--- src/rtl/gf2m_div_pkg.sv ---
package gf2m_div_pkg;
  // field degree and reduction polynomial x^163 + x^7 + x^6 + x^3 + 1
  localparam int unsigned FIELD_M = 163;
  localparam logic [FIELD_M:0] FIELD_POLY = {1'b1, 155'd0, 8'b1100_1001};

  typedef enum logic [1:0] {
    ST_IDLE = 2'd0,
    ST_RUN  = 2'd1,
    ST_DONE = 2'd2
  } div_state_e;
endpackage

--- src/rtl/gf2m_xdiv.sv ---
// Combinational division by x modulo the field polynomial.
module gf2m_xdiv #(
  parameter int unsigned M = 163,
  parameter logic [M:0] POLY = gf2m_div_pkg::FIELD_POLY
) (
  input  logic [M-1:0] din,
  output logic [M-1:0] dout
);
  logic [M:0] folded;

  // an odd value gets f added first so the constant term cancels
  assign folded = {1'b0, din} ^ (din[0] ? POLY : '0);
  assign dout   = M'(folded >> 1);
endmodule

--- src/rtl/gf2m_div_step.sv ---
// One iteration of the two-counter binary division.
module gf2m_div_step #(
  parameter int unsigned M = 163,
  parameter logic [M:0] POLY = gf2m_div_pkg::FIELD_POLY,
  parameter int unsigned CW = 10
) (
  input  logic [M:0]           a_cur,
  input  logic [M-1:0]         b_cur,
  input  logic [M-1:0]         c_cur,
  input  logic [M-1:0]         d_cur,
  input  logic signed [CW-1:0] alpha_cur,
  input  logic signed [CW-1:0] beta_cur,
  output logic [M:0]           a_nxt,
  output logic [M-1:0]         b_nxt,
  output logic [M-1:0]         c_nxt,
  output logic [M-1:0]         d_nxt,
  output logic signed [CW-1:0] alpha_nxt,
  output logic signed [CW-1:0] beta_nxt
);
  logic         b_odd;
  logic [M-1:0] xdiv_in;
  logic [M-1:0] xdiv_out;

  assign b_odd   = b_cur[0];
  assign xdiv_in = b_odd ? (c_cur ^ d_cur) : d_cur;

  gf2m_xdiv #(.M(M), .POLY(POLY)) xdiv_i (
    .din  (xdiv_in),
    .dout (xdiv_out)
  );

  always_comb begin
    a_nxt     = a_cur;
    c_nxt     = c_cur;
    alpha_nxt = alpha_cur;
    beta_nxt  = beta_cur - CW'(1);
    d_nxt     = xdiv_out;
    if (!b_odd) begin
      b_nxt = b_cur >> 1;
    end else begin
      b_nxt = M'((a_cur ^ {1'b0, b_cur}) >> 1);
      if (alpha_cur > beta_cur) begin
        // the pairs exchange roles and the degree bounds swap
        a_nxt     = {1'b0, b_cur};
        c_nxt     = d_cur;
        beta_nxt  = alpha_cur - CW'(1);
        alpha_nxt = beta_cur;
      end
    end
  end
endmodule

--- src/rtl/gf2m_divider.sv ---
module gf2m_divider #(
  parameter int unsigned M = gf2m_div_pkg::FIELD_M,
  parameter logic [M:0] POLY = gf2m_div_pkg::FIELD_POLY
) (
  input  logic         clk,
  input  logic         rst_n,
  input  logic         in_valid,
  output logic         in_ready,
  input  logic [M-1:0] in_g,
  input  logic [M-1:0] in_h,
  output logic         out_valid,
  input  logic         out_ready,
  output logic [M-1:0] out_q,
  output logic         busy
);
  import gf2m_div_pkg::*;

  localparam int unsigned CW = $clog2(M + 1) + 2;

  div_state_e          state_q;
  logic [M:0]          a_q, a_n;
  logic [M-1:0]        b_q, b_n, c_q, c_n, d_q, d_n;
  logic signed [CW-1:0] alpha_q, alpha_n, beta_q, beta_n;
  logic                loop_end;

  gf2m_div_step #(.M(M), .POLY(POLY), .CW(CW)) step_i (
    .a_cur     (a_q),
    .b_cur     (b_q),
    .c_cur     (c_q),
    .d_cur     (d_q),
    .alpha_cur (alpha_q),
    .beta_cur  (beta_q),
    .a_nxt     (a_n),
    .b_nxt     (b_n),
    .c_nxt     (c_n),
    .d_nxt     (d_n),
    .alpha_nxt (alpha_n),
    .beta_nxt  (beta_n)
  );

  assign loop_end = beta_q < 0;

  always_ff @(posedge clk or negedge rst_n) begin
    if (!rst_n) begin
      state_q <= ST_IDLE;
      a_q     <= '0;
      b_q     <= '0;
      c_q     <= '0;
      d_q     <= '0;
      alpha_q <= '0;
      beta_q  <= '0;
    end else begin
      unique case (state_q)
        ST_IDLE: begin
          if (in_valid) begin
            a_q     <= POLY;
            b_q     <= in_h;
            c_q     <= '0;
            d_q     <= in_g;
            alpha_q <= CW'(M);
            beta_q  <= CW'(M - 1);
            state_q <= ST_RUN;
          end
        end
        ST_RUN: begin
          if (loop_end) begin
            state_q <= ST_DONE;
          end else begin
            a_q     <= a_n;
            b_q     <= b_n;
            c_q     <= c_n;
            d_q     <= d_n;
            alpha_q <= alpha_n;
            beta_q  <= beta_n;
          end
        end
        ST_DONE: begin
          if (out_ready) state_q <= ST_IDLE;
        end
        default: state_q <= ST_IDLE;
      endcase
    end
  end

  assign in_ready  = (state_q == ST_IDLE);
  assign busy      = (state_q == ST_RUN);
  assign out_valid = (state_q == ST_DONE);
  assign out_q     = c_q;
endmodule

--- config.mk ---
export PLATFORM = sky130hd
export DESIGN_NAME = gf2m_divider
export DESIGN_NICKNAME = d
export VERILOG_FILES = /design/src/rtl/gf2m_div_pkg.sv /design/src/rtl/gf2m_xdiv.sv /design/src/rtl/gf2m_div_step.sv /design/src/rtl/gf2m_divider.sv
export SDC_FILE = /design/constraint.sdc
export NUM_CORES = 2
export LEC_CHECK = 0
export ABC_AREA = 0
export BUFFER_PORTS_ARGS = -buffer_cell sky130_fd_sc_hd__buf_4
export CORE_ASPECT_RATIO = 0.75
export CORE_MARGIN = 5
export CORE_UTILIZATION = 50
export DETAILED_ROUTE_END_ITERATION = 7
export GPL_ROUTABILITY_DRIVEN = 0
export PLACE_DENSITY = 0.73
export SLEW_MARGIN = 0
export SYNTH_ARGS = -nofsm -noshare
export SYNTH_HDL_FRONTEND = slang
export SYNTH_HIERARCHICAL = 1
export SYNTH_SLANG_ARGS = --single-unit
--- constraint.sdc ---
create_clock -name clk -period 4.3 [get_ports clk]
set_clock_uncertainty 0.15 [all_clocks]
set_input_delay 0.645 -clock clk [delete_from_list [all_inputs] [get_ports clk]]
set_output_delay 0.645 -clock clk [all_outputs]
set_load 0.005 [all_outputs]
==> impl_metrics.tcl <==
set metrics [dict create \
    avgSynthCellArea_um2 12.6 \
    ant_nets 0 \
    worst_pin_slew_ns 1.03 \
    setup_tns_ns 0 \
    stdcell_count 4504 \
    dr.first_iter.drc_count 1401 \
    cp-end-kind "flop" \
    nNetsFinal 3746 \
    slew_headroom 0.312 \
    post_cts_buffers 0 \
    reg2reg_slack_ns 0.83 \
    ir_worst_vdd_mv 0.967 \
    via_per_inst 5.52 \
    gr-total-overflow 0 \
    first_pass_iters 5 \
    finalPower_w 0.0439 \
    setup_viol 0 \
    wl_per_cell_um 20.6 \
    cp.arrival_ns 3.80 \
    power_density_mw_per_mm2 970 \
    clk_pin_slew_ns 0.06 \
    core_area_mm2 0.0786 \
    r2r-end "out_q[48]" \
    num_rows 89 \
    worst-endpoint-required_ns 4.64 \
    r2r_cells 10 \
    slew_violations 0 \
    ys_warn_count 6 \
    drc_errors 0 \
    fmax_mhz 288 \
    num_vias 24900 \
    leakagePower_nw 20.7 \
    drv_cap 0 \
    first_global_vias 25500 \
    hp-class "primary input to flop" \
    netlist_instances 3152 \
    startpoint_type "flop" \
    grt_pass1_wl_um 148000 \
    io-pin-count 496 \
    die_h_um 254 \
    cp_max_fo 63 \
    synthesis.nets 3494 \
    htree_levels 3 \
    dp.cells 4377 \
    clock_latency_ns 0.61 \
    antenna_found_initial 11 \
    cts-root-buf "clkbuf_16" \
    start_util 0.504 \
    cts_tree "built" \
    period_share 0.806 \
    area_growth_pct 14.1 \
    outcome "finished clean" \
    final_util 0.575 \
    grt_max_degree 168 \
    post-dp-hpwl_um 59000 \
    chipWidth_um 335 \
    drive_gt1_frac 0.386 \
    hold_depth 2 \
    min_to "state_q[1]" \
    drt-total-wl_um 92900 \
    crit_type "flop to flop" \
    clk_path_buf_depth 3 \
    hp-start "out_ready" \
    track_usage 0.214 \
    rsz0062_at_grt "false" \
    fillers 6438 \
    hold_viol_final 0 \
    clkSinkCount 674 \
    cts_resized 0 \
    fin_crit_ns 3.47 \
    die_area_mm2 0.0851 \
    netlist_area_mm2 0.0396 \
    cts_buffers 70 \
    port_buffers 495 \
    r2r-start "beta_q[9]" \
]
==> where the power goes <==
| part | internal [W] | switching (W) |
|---|---|---|
| Clock | 0.00337 | 0.00264 |
| Sequential | 0.00931 | 0.00255 |
| Combinational | 0.0148 | 0.0112 |
| Total | 0.0274 | 0.0164 |
==> worst max path at each step <==
stage                    from    endpoint  slack [ns]  cells past startpoint
finish              beta_q[9]   out_q[48]        0.83                     10
global route        beta_q[9]   out_q[56]        0.68                     10
CTS                 beta_q[9]   out_q[37]        0.86                     10
detailed placement  beta_q[9]   out_q[66]        0.89                     10
global placement    beta_q[9]   out_q[65]        0.95                     10
floorplan           beta_q[9]  out_q[100]        1.52                     10
==> per-stage QoR <==
step	hold WS, ns	cell area (um^2)	setup slack [ns]
5_1_grt	0.0367	45200	0.675
6_report	0.0641	45200	0.834
2_1_floorplan	0.199	39600	1.52
3_5_place_dp	0.345	43000	0.891
3_3_place_gp	0.342	43000	0.951
4_1_cts	0.0122	45200	0.859
==> registers in the layout (all words and copies together) (netlist names) <==
signal	count
a_q	163
b_q	163
d_q	163
out_q	163
alpha_q	10
beta_q	10
state_q	2
==> cells in the final DEF (no fill, tap or decap), types with 4 or more instances in the layout <==
cell and count:
nor2_1 7, ha_1 12, nor3_1 6, clkbuf_8 14
dfrtp_1 673, mux2_4 300, clkbuf_1 16, mux2_1 328
mux2i_1 11, buf_12 34, buf_4 527, nand2_1 332
mux2_2 358, o22a_1 11, xor2_1 6, a22o_1 334
diode_2 5, a21oi_1 6, xnor2_1 338, nand3_1 4
clkinv_2 12, inv_1 16, nand2b_1 4, clkbuf_16 71
==> worst max-delay path, stage by stage (launching register included) <==
cell	delay [ns]
dfrtp_1	0.43
inv_1	0.10
ha_1	0.35
nand4_1	0.20
nor2_1	0.08
a221oi_2	0.35
mux2i_4	0.36
buf_12	0.27
buf_12	0.36
mux2_1	0.38
a22o_1	0.21
==> final cells by class <==
| class | count | area, um^2 | share of cell area |
|---|---|---|---|
| Antenna cell | 5 | 12.5 | 0.000277 |
| Clock buffer | 101 | 2030 | 0.0449 |
| Clock inverter | 20 | 188 | 0.00415 |
| Inverter | 17 | 71.3 | 0.00158 |
| Multi-Input combinational cell | 2078 | 20100 | 0.444 |
| Sequential cell | 674 | 16900 | 0.373 |
| Tap cell | 1046 | 1310 | 0.0289 |
| Timing Repair Buffer | 563 | 4660 | 0.103 |
==> layer usage <==
layer / part of all wire / global-route usage / vias to the layer above
li1: - / - / 11500
met1: 0.46 / 0.311 / 12700
met2: 0.46 / 0.330 / 556
met3: 0.055 / 0.0462 / 128
met4: 0.020 / 0.0524 / 10
met5: 0.00070 / 0 / -
==> repair_timing <==
item / 4_1_cts / 5_1_grt
endpoints found under the hold margin: 61 / 0
hold buffers: 1 / 0
endpoints found under the setup margin: 0 / 0
Note: power is estimated with default switching activity, not from simulation.
